File: config.mk
export PLATFORM = sky130hd
export DESIGN_NAME = cfg_chain_shifter
export DESIGN_NICKNAME = d
export VERILOG_FILES = /design/src/rtl/cfgchain_pkg.sv /design/src/rtl/cfg_sample_pipe.sv /design/src/rtl/cfg_fwd_out.sv /design/src/rtl/cfg_word_asm.sv /design/src/rtl/cfg_chain_shifter.sv
export SDC_FILE = /design/constraint.sdc
export NUM_CORES = 1
export LEC_CHECK = 0
export BUFFER_PORTS_ARGS = -buffer_cell sky130_fd_sc_hd__buf_2
export CAP_MARGIN = 20
export CORE_ASPECT_RATIO = 1.25
export CORE_UTILIZATION = 53
export CTS_BUF_LIST = sky130_fd_sc_hd__clkbuf_4 sky130_fd_sc_hd__clkbuf_8 sky130_fd_sc_hd__clkbuf_16
export CTS_CLUSTER_SIZE = 30
export DETAILED_ROUTE_END_ITERATION = 16
export PLACE_DENSITY = 0.75
export SYNTH_ARGS = -nofsm -noshare
export SYNTH_HDL_FRONTEND = slang
export SYNTH_SLANG_ARGS = --single-unit
File: constraint.sdc
create_clock -name clk -period 1.8 [get_ports clk]
set_clock_uncertainty 0.2 [all_clocks]
set_input_delay 0.18 -clock clk [delete_from_list [all_inputs] [get_ports clk]]
set_output_delay 0.18 -clock clk [all_outputs]
set_load 0.03 [all_outputs]
File: src/rtl/cfgchain_pkg.sv
package cfgchain_pkg;

    // One captured serial bit together with the relay decision made for it.
    typedef struct packed {
        logic data;
        logic relay;
    } chain_bit_t;

    localparam chain_bit_t CHAIN_BIT_IDLE = '{data: 1'b0, relay: 1'b0};

endpackage

File: src/rtl/cfg_sample_pipe.sv
module cfg_sample_pipe
    import cfgchain_pkg::*;
(
    input  logic       clk,
    input  logic       rst_n,
    input  logic       din,
    input  logic       relay_en,
    output chain_bit_t late_o
);

    typedef struct packed {
        chain_bit_t stage1;
        chain_bit_t stage2;
    } pipe_t;

    pipe_t st_d, st_q;

    always_comb begin
        st_d             = st_q;
        st_d.stage1.data  = din;
        st_d.stage1.relay = relay_en;
        st_d.stage2       = st_q.stage1;
    end

    always_ff @(posedge clk or negedge rst_n) begin
        if (!rst_n) begin
            st_q.stage1 <= CHAIN_BIT_IDLE;
            st_q.stage2 <= CHAIN_BIT_IDLE;
        end else begin
            st_q <= st_d;
        end
    end

    assign late_o = st_q.stage2;

endmodule

File: src/rtl/cfg_fwd_out.sv
module cfg_fwd_out
    import cfgchain_pkg::*;
(
    input  logic       clk,
    input  logic       rst_n,
    input  chain_bit_t late_i,
    output logic       dout
);

    logic dout_d, dout_q;

    always_comb begin
        dout_d = late_i.relay ? late_i.data : 1'b1;
    end

    always_ff @(negedge clk or negedge rst_n) begin
        if (!rst_n) begin
            dout_q <= 1'b1;
        end else begin
            dout_q <= dout_d;
        end
    end

    assign dout = dout_q;

endmodule

File: src/rtl/cfg_word_asm.sv
module cfg_word_asm #(
    parameter int WORD_W = 8
) (
    input  logic              clk,
    input  logic              rst_n,
    input  logic              din,
    input  logic              relay_en,
    output logic [WORD_W-1:0] word,
    output logic              word_valid
);

    localparam int CNT_W = (WORD_W > 2) ? $clog2(WORD_W) : 1;
    localparam logic [CNT_W-1:0] LAST_IDX = CNT_W'(WORD_W - 1);

    typedef struct packed {
        logic [WORD_W-2:0] partial;
        logic [CNT_W-1:0]  fill;
        logic [WORD_W-1:0] word;
        logic              vld;
    } asm_t;

    asm_t st_d, st_q;

    always_comb begin
        st_d     = st_q;
        st_d.vld = 1'b0;
        if (!relay_en) begin
            st_d.partial = {st_q.partial[WORD_W-3:0], din};
            if (st_q.fill == LAST_IDX) begin
                st_d.word = {st_q.partial, din};
                st_d.vld  = 1'b1;
                st_d.fill = '0;
            end else begin
                st_d.fill = st_q.fill + CNT_W'(1);
            end
        end
    end

    always_ff @(posedge clk or negedge rst_n) begin
        if (!rst_n) begin
            st_q <= '0;
        end else begin
            st_q <= st_d;
        end
    end

    assign word       = st_q.word;
    assign word_valid = st_q.vld;

endmodule

File: src/rtl/cfg_chain_shifter.sv
module cfg_chain_shifter
    import cfgchain_pkg::*;
#(
    parameter int WORD_W = 8
) (
    input  logic              clk,
    input  logic              rst_n,
    input  logic              din,
    input  logic              frame_done,
    output logic              dout,
    output logic [WORD_W-1:0] word,
    output logic              word_valid
);

    chain_bit_t late_bit;

    cfg_sample_pipe u_pipe (
        .clk      (clk),
        .rst_n    (rst_n),
        .din      (din),
        .relay_en (frame_done),
        .late_o   (late_bit)
    );

    cfg_fwd_out u_fwd (
        .clk    (clk),
        .rst_n  (rst_n),
        .late_i (late_bit),
        .dout   (dout)
    );

    cfg_word_asm #(.WORD_W(WORD_W)) u_asm (
        .clk        (clk),
        .rst_n      (rst_n),
        .din        (din),
        .relay_en   (frame_done),
        .word       (word),
        .word_valid (word_valid)
    );

endmodule

==> impl_results.md, run 1 <==
- Status: finished, violations left
- Violated checks: setup timing
- Slew headroom: 77.0%
- Placed Area: around 1000 um^2
- Worst-margin pin slew: ~0.34 ns
- Reg2reg path depth: 4
- Setup TNS: -0.480 ns
- I/O pins: 14
- CTS root buf: clkbuf_4
- Overall power: between 1.5 and 2 mW
- Unrepaired setup endpoints after global routing: yes
- Reg clk slew, reported paths: ~0.13 ns
- Layout area overhead: 13.6%
- CP peak stage delay: about 0.52 ns
- Footprint of the multi-input gates: between 200 and 300 um^2
- Antenna viol nets, final: 0
- Final instance area: around 0.0011 mm^2
- Part of the power in registers: a little under half
- Mean area per synthesized cell: 16.2 um^2
- RR Endpoint: u_asm.word[6]
- Gp weighted congestion: 0.650
- Critical path startpoint: u_fwd.dout
- Logic pwr share: about a third
- Final net count: 80
- CP Capture Type: output pin
- Register area share after synthesis: a little over three fifths
- CTS H-tree depth: 1
- Post-Place Setup Slack: -0.365 ns
- Critical Path End: dout
- Register area: around 600 um^2
- Switching Share: 32.3%
- Final setup margin: -0.480 ns
- Final wirelength: 1.26 mm
- EDFF count, synth: 0
- Crit path max fanout: 1
- Area of the die: approximately 0.002 mm^2
- Post-synthesis net count: 65
- IO Port Bufs: 13
- Crit path DAT: ~1.9 ns
- Total number of vias: ~470
- Ys flop type: dfrtp_1
- Fill count: roughly 120
- Clock Latency Late Sink: approximately 0.31 ns
- R2R setup slack: around 0.12 ns
- Most frequent cell after synthesis: dfrtp_1
- Critical path depth: 1
- Largest net degree at the start of global routing: 24
- Die H: ~50 um
- Die width: 40.0 um
- Final cell count without fillers: 91
- Sw power: ~0.56 mW
- Max_cap viols: 0
- CP Cell Sequence: buf_6
- Worst path bufs/invs: 1
- Synth top area cells: dfrtp_1 60%, mux2_4 13%, mux2_2 9.4%, buf_4 7.1%, dfstp_2 2.7%
- Worst Setup Start Kind: flop
- Setup violators final: 1
- Vias in the first global route: 495
- Total track usage: 16.4%
- Initial core utilization: 59.0%
- Pwr/cell area: ~1600 mW/mm^2
- Share of cells above drive strength 1: roughly 53%
- Yosys reg bits: 24
- Peak VDD IR: slightly above 900 uV
- # DRC: 0
- Slowest CP cell: dfstp_2
- Drt wl/cell: approximately 14 um
- Hold Fails Final Rpt: 0
- CP Class: reg2out
- Worst hold margin: roughly 0.17 ns
- Clock Tree Buf Depth: 2
- Initial antenna violation count: 0
- Clk network pwr share: a little under a fifth
- Placed insts: 84
- Min-delay worst type: reg2reg
- Worst R2R Start: u_asm.st_q[9]
- YS warnings: 0
- Synth top area share: ~60%
- Pleak: 0.534 nW
- Vias/cell: slightly above 5
- CTS Buf Count: 3
- Synth Instances: 59
- Slew Limit Fails: 0
- CP top delay family: flip-flops
- First-pass GRT wire length: around 2.2 mm
- Most frequent cells after synthesis: 23 x dfrtp_1, 9 x buf_4, 8 x mux2_2, 8 x mux2_4, 2 x ha_1
- P_int: 1.17 mW
- Site Rows: 16
- Critical Path RT: 1.42 ns
- Cell taking the most area after synthesis: dfrtp_1
- CTS tree: yes
- Drt initial violations: 2
- # clock sinks: 24
- Cell area after synthesis: roughly 960 um^2
- Post-synth cell types: 14
- Core footprint: between 0.0015 and 0.002 mm^2
- Final core utilization: 67.1%
- Antenna diode count: 0
- First-pass DRT Iterations: 2
- Async set or reset register ratio after synthesis: 100%
- HPWL after DPL: approximately 880 um
- Total grt overflow: 0
-- worst min path at each step --
stage / to / cells after the start / slack (ns) / startpoint
2_1_floorplan: u_asm.st_q[10] / 0 / -0.32 / rst_n
3_3_place_gp: u_asm.word[4] / 2 / 0.002 / rst_n
3_5_place_dp: u_asm.word[5] / 2 / 0.004 / rst_n
4_1_cts: u_pipe.late_o[1] / 0 / 0.17 / u_pipe.st_d[1]
5_1_grt: u_pipe.late_o[1] / 0 / 0.18 / u_pipe.st_d[1]
6_report: u_pipe.late_o[1] / 0 / 0.17 / u_pipe.st_d[1]
-- state kept, by name, indices dropped and copies added, names as in the netlist --
signal,flops
u_asm.st_q,10
u_asm.word,8
u_asm.word_valid,1
u_fwd.dout,1
u_pipe.late_o,2
u_pipe.st_d,2
-- logic make-up after synthesis --
logic type	after synthesis	share of synthesized area, %
muxes	16	22.0
DFF	24	62.9
adders and majority gates	2	2.61
AOI/OAI and AO/OA	2	1.70
buffers and inverters	11	8.63
and+or+nand+nor	4	2.22
-- layout by cell type, fill, tap and decap left out --
cell / Yosys / routed
clkbuf_4: 0 / 3
nand2b_1: 1 / 1
ha_1: 2 / 2
nor3_1: 1 / 1
nor2_1: 1 / 1
inv_1: 1 / 1
a22o_1: 1 / 1
dfrtp_1: 23 / 23
nor2b_4: 0 / 1
a21o_1: 1 / 1
mux2_2: 8 / 8
buf_2: 0 / 12
dlygate4sd3_1: 0 / 3
dfstp_2: 1 / 1
buf_6: 1 / 1
clkbuf_16: 0 / 1
mux2_4: 8 / 8
buf_4: 9 / 4
-- what timing repair did --
action                                  4_1_cts  5_1_grt
hold buffers                                  3        0
resized for setup                             4        0
endpoints found under the setup margin       10        1
setup buffers                                 0        0
hold endpoints to repair                     27        0
-- power by group through the flow --
stage / registers [mW] / clock network, mW / logic [mW]
3_5_place_dp: 0.808 / 0.00695 / 0.597
5_1_grt: 0.820 / 0.368 / 0.643
4_1_cts: 0.798 / 0.340 / 0.609
3_3_place_gp: 0.801 / 0.00695 / 0.578
6_report: 0.793 / 0.329 / 0.600
2_1_floorplan: 0.788 / 0.00695 / 0.564
-- final cells by class --
cell class,instances,share of cell area (%)
timing repair buffer,20,12.1
clock inverter,1,0.345
multi-input combinational,24,25.8
sequential,24,55.4
tap,18,2.07
clock buffer,4,4.37
-- routing by layer --
metal  track usage [%]  share of wire (%)  up-vias
met5                 0                  0        -
met4              8.62                2.2        0
met3              2.70                3.4        4
met2              26.6                 52       13
met1              19.5                 42      234
li1                  -                  -      217
Power figures use the tool's default switching activity.
==> inputs of run 2 (changes only) <==
--- a/config.mk
+++ b/config.mk
@@ -7,7 +7,6 @@
 export LEC_CHECK = 0
 export BUFFER_PORTS_ARGS = -buffer_cell sky130_fd_sc_hd__buf_2
 export CAP_MARGIN = 20
-export CORE_ASPECT_RATIO = 1.25
 export CORE_UTILIZATION = 53
 export CTS_BUF_LIST = sky130_fd_sc_hd__clkbuf_4 sky130_fd_sc_hd__clkbuf_8 sky130_fd_sc_hd__clkbuf_16
 export CTS_CLUSTER_SIZE = 30
==> run 2 against run 1 <==
- the flow still finishes with violations (setup timing)
- count of clock-buffer cells in the layout is the same
- register-to-register slack lost 0.04 ns
- flip-flop and latch count is the same
- highest routed layer unchanged
- routed wire length grew 1.3%
- critical endpoint unchanged
- via count is the same
- utilization grew 1.2 points
- sequential share of layout area is the same
==> impl_results.md, run 2 (synthesis results as in run 1) <==
- # DRC: 0
- CP peak stage delay: ~0.52 ns
- Antenna viol nets, final: 0
- CTS Buf Count: 3
- Max reg flops: 10
- Crit path max fanout: 1
- Critical Path End: dout
- Gp weighted congestion: approximately 0.71
- Vias in the first global route: around 420
- Layout area overhead: 13.6%
- Total number of vias: around 470
- Reg2reg path depth: 4
- Worst R2R Start: u_asm.st_q[9]
- CP Cell Sequence: buf_6
- Area of the die: around 0.0020 mm^2
- Initial antenna violation count: 0
- Clock Latency Late Sink: 0.31 ns
- Crit path DAT: around 1.9 ns
- Initial core utilization: 60.0%
- Worst Setup Start Kind: flop
- Die H: 44.5 um
- Share of cells above drive strength 1: 52.8%
- First-pass DRT Iterations: 1
- Largest reg by FF count: u_asm.st_q
- Pleak: between 0.5 and 0.6 nW
- R2R setup slack: about 0.080 ns
- Core footprint: ~0.0016 mm^2
- # clock sinks: 24
- Total grt overflow: 0
- IO Port Bufs: 13
- First-pass GRT wire length: roughly 2.2 mm
- Reg clk slew, reported paths: between 0.1 and 0.15 ns
- Critical path depth: 1
- Drt wl/cell: between 10 and 15 um
- Max_cap viols: 0
- CP Capture Type: output pin
- Fill count: ~120
- Footprint of the multi-input gates: approximately 280 um^2
- Min-delay worst type: reg2reg
- Final wirelength: 1.28 mm
- Worst-margin pin slew: roughly 0.35 ns
- Unrepaired setup endpoints after global routing: yes
- Slowest CP cell: dfstp_2
- Drt initial violations: 0
- Clock Tree Buf Depth: 2
- CP Class: reg2out
- Violated checks: setup timing
- Site Rows: 14
- CTS tree: yes
- Commonest non-fill, non-tap cell in the layout: dfrtp_1
- Largest net degree at the start of global routing: 24
- WHS Path Cells: 0
- Status: finished, violations left
- Pwr/cell area: 1580 mW/mm^2
- Worst path bufs/invs: 1
- Setup TNS: -0.485 ns
- Slew Limit Fails: 0
- CP top delay family: flip-flops
- Critical path startpoint: u_fwd.dout
- Setup violators final: 1
- I/O pins: 14
- Peak VDD IR: about 860 uV
- RR Endpoint: u_asm.word[4]
- Critical Path RT: between 1 and 1.5 ns
- Overall power: ~1.7 mW
- Die width: between 40 and 50 um
- Final setup margin: -0.485 ns
- Final cell count without fillers: between 90 and 100
- HPWL after DPL: 863 um
- Final net count: 79
- Most frequent cells in the layout: 23 x dfrtp_1, 12 x buf_2, 8 x mux2_2, 8 x mux2_4
- Slew headroom: 76.8%
- CTS root buf: clkbuf_4
- Antenna diode count: 0
- Register area: around 600 um^2
- CTS H-tree depth: 1
- Placed insts: 89
- Total track usage: 16.4%
- Vias/cell: just under 5
- Hold Fails Final Rpt: 0
run 2: cell types whose count changed in the layout (fill, tap and decap cells not counted):
cell / change
buf_4: -1
run 2: cell type report:
type,count,area share [%]
Sequential cell,24,55.4
Multi-Input combinational cell,24,25.8
Timing Repair Buffer,19,11.4
Clock buffer,4,4.37
Tap cell,24,2.76
Clock inverter,1,0.345
run 2: metal layers:
layer  GRT usage [%]  vias to the layer above  share of wire, %
met4            9.09                        0               2.3
met2            23.2                       12                47
met5               0                        -                 0
met3            4.49                        4               3.6
li1                -                      218                 -
met1            23.0                      234                47
run 2: power breakdown:
part / leakage [nW] / internal, mW / switching, mW / total, mW
clock: 0.0315 / 0.172 / 0.161 / 0.333
sequential: 0.288 / 0.703 / 0.0927 / 0.795
combinational: 0.209 / 0.282 / 0.311 / 0.593
run 2: stage by stage:
stage	worst slack, ns	hold WS [ns]	util, %	area [um^2]
3_3_place_gp	-0.297	0.00269	62.5	996
2_1_floorplan	-0.0683	-0.316	-	957
4_1_cts	-0.499	0.168	68.2	1090
5_1_grt	-0.530	0.170	68.2	1090
6_report	-0.485	0.166	68.2	1090
3_5_place_dp	-0.348	0.0129	62.5	996
run 2: timing repair:
item	4_1_cts	5_1_grt
hold endpoints to repair	27	0
pin swaps	0	0
setup buffers	0	0
cloned	0	0
hold buffers	3	0
gates resized for setup	4	0
setup endpoints to repair	10	1
run 2: worst reg2reg max path: stages (launching register included):
cell and delay, ns:
dfrtp_1 0.39, ha_1 0.16, ha_1 0.17, nor2b_4 0.36, mux2_4 0.34
run 2: worst min path at each step:
stage	slack, ns	endpoint	from
final	0.17	u_pipe.late_o[0]	u_pipe.st_d[0]
after global routing	0.17	u_pipe.late_o[1]	u_pipe.st_d[1]
after CTS	0.17	u_pipe.late_o[1]	u_pipe.st_d[1]
after detailed placement	0.01	u_asm.word[5]	rst_n
after global placement	0.003	u_asm.word[4]	rst_n
after floorplan	-0.32	u_asm.st_q[10]	rst_n
